--- config.mk ---
export PLATFORM = sky130hd
export DESIGN_NAME = hotswap_seq
export DESIGN_NICKNAME = d
export VERILOG_FILES = /design/src/rtl/hs_pkg.sv /design/src/rtl/hs_sync.sv /design/src/rtl/hs_timer.sv /design/src/rtl/hs_fsm.sv /design/src/rtl/hotswap_seq.sv
export SDC_FILE = /design/constraint.sdc
export NUM_CORES = 1
export LEC_CHECK = 0
export BUFFER_PORTS_ARGS = -buffer_cell sky130_fd_sc_hd__buf_2
export CAP_MARGIN = 40
export CELL_PAD_IN_SITES_DETAIL_PLACEMENT = 1
export CELL_PAD_IN_SITES_GLOBAL_PLACEMENT = 1
export CORE_ASPECT_RATIO = 0.6
export CORE_MARGIN = 2
export CORE_UTILIZATION = 37
export DETAILED_ROUTE_END_ITERATION = 7
export PLACE_DENSITY_LB_ADDON = 0.1
export SETUP_SLACK_MARGIN = 0.15
export SYNTH_ARGS = -nofsm -noshare
export SYNTH_HDL_FRONTEND = slang
export SYNTH_SLANG_ARGS = --single-unit
--- constraint.sdc ---
create_clock -name clk -period 1.95 [get_ports clk]
set_clock_uncertainty 0.2 [all_clocks]
set_input_delay 0.2925 -clock clk [delete_from_list [all_inputs] [get_ports clk]]
set_output_delay 0.2925 -clock clk [all_outputs]
set_load 0.02 [all_outputs]
--- src/rtl/hs_pkg.sv ---
package hs_pkg;

  typedef enum logic [2:0] {
    GATE_OFF  = 3'd0,
    GATE_RAMP = 3'd1,
    GATE_REG  = 3'd2,
    GATE_WEAK = 3'd3,
    GATE_FULL = 3'd4,
    GATE_HARD = 3'd5
  } gate_e;

  typedef enum logic [2:0] {
    ST_IDLE,
    ST_RAMP,
    ST_RUN,
    ST_LIMIT,
    ST_SLEW,
    ST_KICK,
    ST_HOLD,
    ST_COOL
  } st_e;

  typedef struct packed {
    logic ready;
    logic en_n;
    logic ovr;
    logic slew;
    logic severe;
    logic near;
    logic uvok;
    logic latch;
  } flags_t;

endpackage

--- src/rtl/hs_sync.sv ---
module hs_sync #(
  parameter int W = 8,
  parameter int STAGES = 2,
  parameter logic [W-1:0] RST_VAL = '0
) (
  input  logic         clk,
  input  logic         rst,
  input  logic [W-1:0] d,
  output logic [W-1:0] q
);
  logic [STAGES-1:0][W-1:0] chain;

  always_ff @(posedge clk) begin
    if (rst) begin
      for (int i = 0; i < STAGES; i++) chain[i] <= RST_VAL;
    end else begin
      chain[0] <= d;
      for (int i = 1; i < STAGES; i++) chain[i] <= chain[i-1];
    end
  end

  assign q = chain[STAGES-1];
endmodule

--- src/rtl/hs_timer.sv ---
module hs_timer #(
  parameter int PERIOD = 16
) (
  input  logic clk,
  input  logic clr,
  input  logic run,
  output logic expired
);
  localparam int CW = (PERIOD > 1) ? $clog2(PERIOD) : 1;
  localparam logic [CW-1:0] LAST = CW'(PERIOD - 1);

  logic [CW-1:0] cnt;

  assign expired = run && (cnt == LAST);

  always_ff @(posedge clk) begin
    if (clr)          cnt <= '0;
    else if (expired) cnt <= '0;
    else if (run)     cnt <= cnt + 1'b1;
  end
endmodule

--- src/rtl/hs_fsm.sv ---
module hs_fsm
  import hs_pkg::*;
#(
  parameter int RETRY_PERIODS = 64,
  localparam int RCW = $clog2(RETRY_PERIODS + 1)
) (
  input  logic           clk,
  input  logic           rst,
  input  flags_t         f,
  input  logic           expired,
  output logic           tmr_run,
  output logic           tmr_clr,
  output logic [2:0]     gate_cmd,
  output logic           ss_run,
  output logic           fault_n,
  output logic           pgood_n,
  output logic [RCW-1:0] retry_cnt
);
  localparam logic [RCW-1:0] RC_LAST = RCW'(RETRY_PERIODS - 1);
  localparam logic [RCW-1:0] RC_FULL = RCW'(RETRY_PERIODS);

  st_e            st_q, st_d;
  logic           flt_q, flt_d;
  logic [RCW-1:0] rc_q, rc_d;
  logic           hold, any_oc;

  function automatic gate_e gate_of(st_e s);
    case (s)
      ST_RAMP:  return GATE_RAMP;
      ST_RUN:   return GATE_FULL;
      ST_LIMIT: return GATE_REG;
      ST_SLEW:  return GATE_WEAK;
      ST_KICK, ST_HOLD, ST_COOL: return GATE_HARD;
      default:  return GATE_OFF;
    endcase
  endfunction

  function automatic logic ss_of(st_e s);
    return (s == ST_RAMP) || (s == ST_RUN) || (s == ST_LIMIT) ||
           (s == ST_SLEW) || (s == ST_KICK);
  endfunction

  assign hold    = rst | ~f.ready;
  assign any_oc  = f.ovr | f.slew | f.severe;
  assign tmr_run = (st_q == ST_RAMP) || (st_q == ST_LIMIT) ||
                   (st_q == ST_SLEW) || (st_q == ST_COOL);
  assign tmr_clr = hold | ~tmr_run;

  always_comb begin
    st_d  = st_q;
    flt_d = flt_q;
    rc_d  = rc_q;
    if (f.en_n) begin
      st_d = ST_IDLE;
    end else begin
      case (st_q)
        ST_IDLE: st_d = ST_RAMP;
        ST_RAMP: begin
          if (f.near) begin
            st_d  = ST_RUN;
            flt_d = 1'b0;
            rc_d  = '0;
          end else if (expired) begin
            st_d  = f.latch ? ST_HOLD : ST_COOL;
            flt_d = 1'b1;
            rc_d  = '0;
          end
        end
        ST_RUN: begin
          if (f.severe)    st_d = ST_KICK;
          else if (f.slew) st_d = ST_SLEW;
          else if (f.ovr)  st_d = ST_LIMIT;
        end
        ST_KICK: st_d = any_oc ? ST_LIMIT : ST_RUN;
        ST_LIMIT, ST_SLEW: begin
          if (expired) begin
            st_d  = f.latch ? ST_HOLD : ST_COOL;
            flt_d = 1'b1;
            rc_d  = '0;
          end else if (f.slew || f.severe) begin
            st_d = ST_SLEW;
          end else if (f.ovr) begin
            st_d = ST_LIMIT;
          end else begin
            st_d = ST_RUN;
          end
        end
        ST_HOLD: st_d = ST_HOLD;
        ST_COOL: begin
          if (expired) begin
            if (rc_q == RC_LAST) begin
              st_d = ST_RAMP;
              rc_d = RC_FULL;
            end else begin
              rc_d = rc_q + 1'b1;
            end
          end
        end
        default: st_d = ST_IDLE;
      endcase
    end
    if (st_d == ST_IDLE) begin
      flt_d = 1'b0;
      rc_d  = '0;
    end
  end

  always_ff @(posedge clk) begin
    if (hold) begin
      st_q      <= ST_IDLE;
      flt_q     <= 1'b0;
      rc_q      <= '0;
      gate_cmd  <= GATE_OFF;
      ss_run    <= 1'b0;
      fault_n   <= 1'b1;
      pgood_n   <= 1'b1;
      retry_cnt <= '0;
    end else begin
      st_q      <= st_d;
      flt_q     <= flt_d;
      rc_q      <= rc_d;
      gate_cmd  <= gate_of(st_d);
      ss_run    <= ss_of(st_d);
      fault_n   <= ~flt_d;
      pgood_n   <= ~f.uvok;
      retry_cnt <= rc_d;
    end
  end
endmodule

--- src/rtl/hotswap_seq.sv ---
module hotswap_seq #(
  parameter int PERIOD = 16,
  parameter int RETRY_PERIODS = 64,
  parameter int SYNC_STAGES = 2
) (
  input  logic clk,
  input  logic rst,
  input  logic supply_ok,
  input  logic en_n,
  input  logic ovr_reg,
  input  logic quick_slew,
  input  logic severe_oc,
  input  logic out_near_in,
  input  logic uv_good,
  input  logic latch_mode,
  output logic [2:0] gate_cmd,
  output logic ss_run,
  output logic fault_n,
  output logic pgood_n,
  output logic [$clog2(RETRY_PERIODS+1)-1:0] retry_cnt
);
  localparam int FW = $bits(hs_pkg::flags_t);
  localparam hs_pkg::flags_t SYNC_RST = '{ready: 1'b0, en_n: 1'b1, ovr: 1'b0,
                                          slew: 1'b0, severe: 1'b0, near: 1'b0,
                                          uvok: 1'b0, latch: 1'b1};

  hs_pkg::flags_t raw, synced;
  logic           expired, tmr_run, tmr_clr;

  assign raw = '{ready: supply_ok, en_n: en_n, ovr: ovr_reg, slew: quick_slew,
                 severe: severe_oc, near: out_near_in, uvok: uv_good,
                 latch: latch_mode};

  hs_sync #(.W(FW), .STAGES(SYNC_STAGES), .RST_VAL(SYNC_RST)) u_sync (
    .clk (clk),
    .rst (rst),
    .d   (raw),
    .q   (synced)
  );

  hs_timer #(.PERIOD(PERIOD)) u_timer (
    .clk     (clk),
    .clr     (tmr_clr),
    .run     (tmr_run),
    .expired (expired)
  );

  hs_fsm #(.RETRY_PERIODS(RETRY_PERIODS)) u_fsm (
    .clk       (clk),
    .rst       (rst),
    .f         (synced),
    .expired   (expired),
    .tmr_run   (tmr_run),
    .tmr_clr   (tmr_clr),
    .gate_cmd  (gate_cmd),
    .ss_run    (ss_run),
    .fault_n   (fault_n),
    .pgood_n   (pgood_n),
    .retry_cnt (retry_cnt)
  );
endmodule

==> flow_summary.yaml <==
drt:
  drtIter0Drc: 93
  wl_per_cell_um: 18.7
  drtAntennaViolNets: 0
  wl_um: 5210
  drt-pass1-iter-count: 4
  vias: 1483
  drc: 0
  vias_per_cell: 5.33
setup_path:
  r2r_cells: 6
  required_ns: 1.97
  worstSetupPathType: "register to register"
  critPathArrivalTime_ns: 2.02
  worstReg2RegStart: "u_fsm.st_q[1]"
  rr_endpoint: "u_fsm.gate_cmd[1]"
  crit_fanout: 6
  endpoint_kind: "register"
  worstSetupStartpointType: "register"
  r2r_setup_slack_ns: -0.04
power:
  p_per_area_nw_per_um2: 600
  p_leak_uw: 0.000929
  p_sw_uw: 332
  switching_share_pct: 23.3
  power.share.clock_pct: 41.0
  comb_power_share_pct: 4.4
  seqPwrFrac_pct: 54.7
  ir_drop_mv: 0.326
  power.internal_uw: 1090
timing:
  fin_ws_ns: -0.0443
  post-route-period-util_pct: 102
  worst_slew_pin_slew_ns: 0.444
  setup_viol: 3
  hold_viol_final: 0
  post-route-min-period_ns: 1.99
  max_freq_mhz: 501
  rsz0062_at_grt: "true"
  drv_slew: 0
  max-slew-margin-rel_pct: 70.4
synthesis:
  ys_seq_area_share_pct: 48.8
  synthesis.area_um2: 1520
  yosysWarnings: 0
  async_flop_share_pct: 0
  synth-edff-count: 0
  synth_nets: 180
  synth_top_area_share_pct: 48.8
  syn_area_per_cell_um2: 9.03
  yosysMostFrequentCell: "dfxtp_1"
  synth_area_leaders: "dfxtp_1 49%, nor2b_1 6.6%, nor2_1 4.5%, a21oi_1 3.0%, nand2_1 2.7%"
  synth_common_cells: "37 x dfxtp_1, 18 x nor2_1, 16 x nor2b_1"
  synth-main-ff-cell: "dfxtp_1"
  yosysUniqueCellTypes: 40
  synth_seq_cells: 37
  yosysTopAreaCell: "dfxtp_1"
  syn_inst: 168
place:
  dp_hpwl_um: 3080
  place_area_um2: 1910
  dp.cells: 253
  globalplace.congestion: 0.957
  portBuffers: 22
global_route:
  grt_usage_pct: 21.9
  grt_use_met2_pct: 34.1
  grt_pass1_vias: 1448
  grt_antenna_before_repair: 0
  grt_util_met3_pct: 4.91
  grt_busiest_layer: "met2"
  grt_pass1_wl_um: 7330
  grt_overflow: 0
  gr-usage-met1_pct: 29.4
  grt_start_max_net_pins: 17
floorplan:
  dieWidth_um: 86.7
  row_count: 17
  ios: 23
  dieArea_um2: 4650
  start_util_pct: 39.9
  core-area_um2: 3810
  die_h_um: 53.6
final_layout:
  multi_input_area_um2: 987
  final_cells: 278
  seq_area_um2: 753
  final_layout_size_suffix_gt1_share_pct: 49.8
  areaGrowthSynthToFinish_pct: 56.2
  antenna_cells: 0
  nNetsFinal: 242
  final_area_um2: 2370
  fillers: 416
clock_tree:
  cts.sinks: 37
  h-tree-depth: 2
  numCtsBuffers: 5
  clock_latency_ns: 0.30
  clockRootBuffer: "clkbuf_8"
  clock_path_buffers: 2
  cts_tree: "built"
  clkTransAtPathRegs_ns: 0.07
hold_path:
  hold_start: "out_near_in"
  min_path_type: "primary input to register"
  min_path_cells: 2
  hold_path_end: "u_sync.chain[2]"
run:
  drv_cap: 0
status:
  outcome: "finished, violations left"
  violations: "setup timing"
-- area by class of cell --
cell class,instances,area share (%)
Tap cell,47,2.48
Sequential cell,37,31.8
Multi-Input combinational cell,118,41.6
Clock buffer,6,3.48
Inverter,7,1.11
Timing Repair Buffer,61,18.9
Clock inverter,2,0.580
-- power groups by stage --
stage,Clock [uW],Sequential [uW],Combinational (uW)
after floorplan,0,792,24.9
final,583,778,62.4
after global placement,0,794,44.1
after CTS,591,777,54.1
after detailed placement,0,794,45.7
after global routing,624,780,67.6
-- registers in the layout, indices dropped and copies added, names as in the netlist --
register / cells
u_fsm.fault_n: 1
u_fsm.flt_q: 1
u_fsm.gate_cmd: 3
u_sync.q: 8
u_fsm.retry_cnt: 7
u_timer.cnt: 4
u_fsm.ss_run: 1
u_fsm.pgood_n: 1
u_sync.chain: 8
u_fsm.st_q: 3
-- per-layer routing --
layer | vias up | share of wire, %
met5 | - | 0
met4 | 0 | 1.6
met3 | 10 | 4.0
met2 | 33 | 47
met1 | 734 | 47
li1 | 706 | -
-- critical path, cell delays in order (launching register included) --
cell	delay [ns]
dfxtp_2	0.38
and2b_1	0.27
nand2_1	0.13
a21oi_4	0.23
a221oi_4	0.11
or3_1	0.41
a211oi_2	0.19
-- cell usage in the layout (no fill, tap or decap), types with 2 or more instances in the layout --
cell type       n
a21oi_1         3
a21oi_2         4
a21oi_4         2
a311o_1         2
and3_1          2
and3_4          3
buf_2          22
buf_4          27
buf_6           5
clkbuf_8        6
dfxtp_1        29
dfxtp_2         7
dlygate4sd3_1   6
ha_4            2
inv_1           7
nand2_1         9
nand2b_1        5
nand3_1         5
nand3_4         2
nand3b_1        2
nor2_1         15
nor2_2          3
nor2b_1        14
nor3_1          2
nor3_4          2
o21a_1          2
o21ai_1         2
o21ai_2         3
o311ai_4        2
or2_2           4
xor2_1          2
-- what timing repair did --
action,in CTS,in global routing
pin swaps,10,10
hold buffers,5,1
endpoints found under the hold margin,5,1
setup endpoints to repair,12,14
resized for setup,30,22
setup buffers,7,4
-- per-stage QoR --
step	utilization (%)	hold slack, ns	setup slack (ns)	total power, uW	setup TNS (ns)
floorplan	-	0.143	0.0774	817	0
global placement	50.1	0.145	-0.0589	838	-0.116
detailed placement	50.1	0.164	-0.0972	840	-0.214
CTS	58.4	0.00290	-0.0591	1420	-0.0936
global route	62.3	0.00981	-0.122	1470	-0.424
finish	62.3	0.00517	-0.0443	1420	-0.0560
-- logic make-up after synthesis --
family                   share of synthesized area, %
AND/OR/NAND/NOR                                  25.6
multiplexers                                     1.40
adder cells (fa/ha/maj)                          1.65
AO/OA/AOI/OAI                                    16.9
buffers and inverters                            3.87
XOR/XNOR                                         1.73
flip-flops                                       48.8
-- worst max path at each step --
stage	from	end	slack, ns
floorplan	u_timer.cnt[0]	u_fsm.gate_cmd[1]	0.08
global placement	u_fsm.st_q[1]	u_fsm.gate_cmd[1]	-0.06
detailed placement	u_fsm.st_q[1]	u_fsm.gate_cmd[1]	-0.1
CTS	u_sync.q[3]	u_fsm.gate_cmd[2]	-0.06
global route	u_fsm.st_q[1]	u_fsm.gate_cmd[1]	-0.12
finish	u_fsm.st_q[1]	u_fsm.gate_cmd[1]	-0.04
Note: power is estimated with default switching activity, not from simulation.
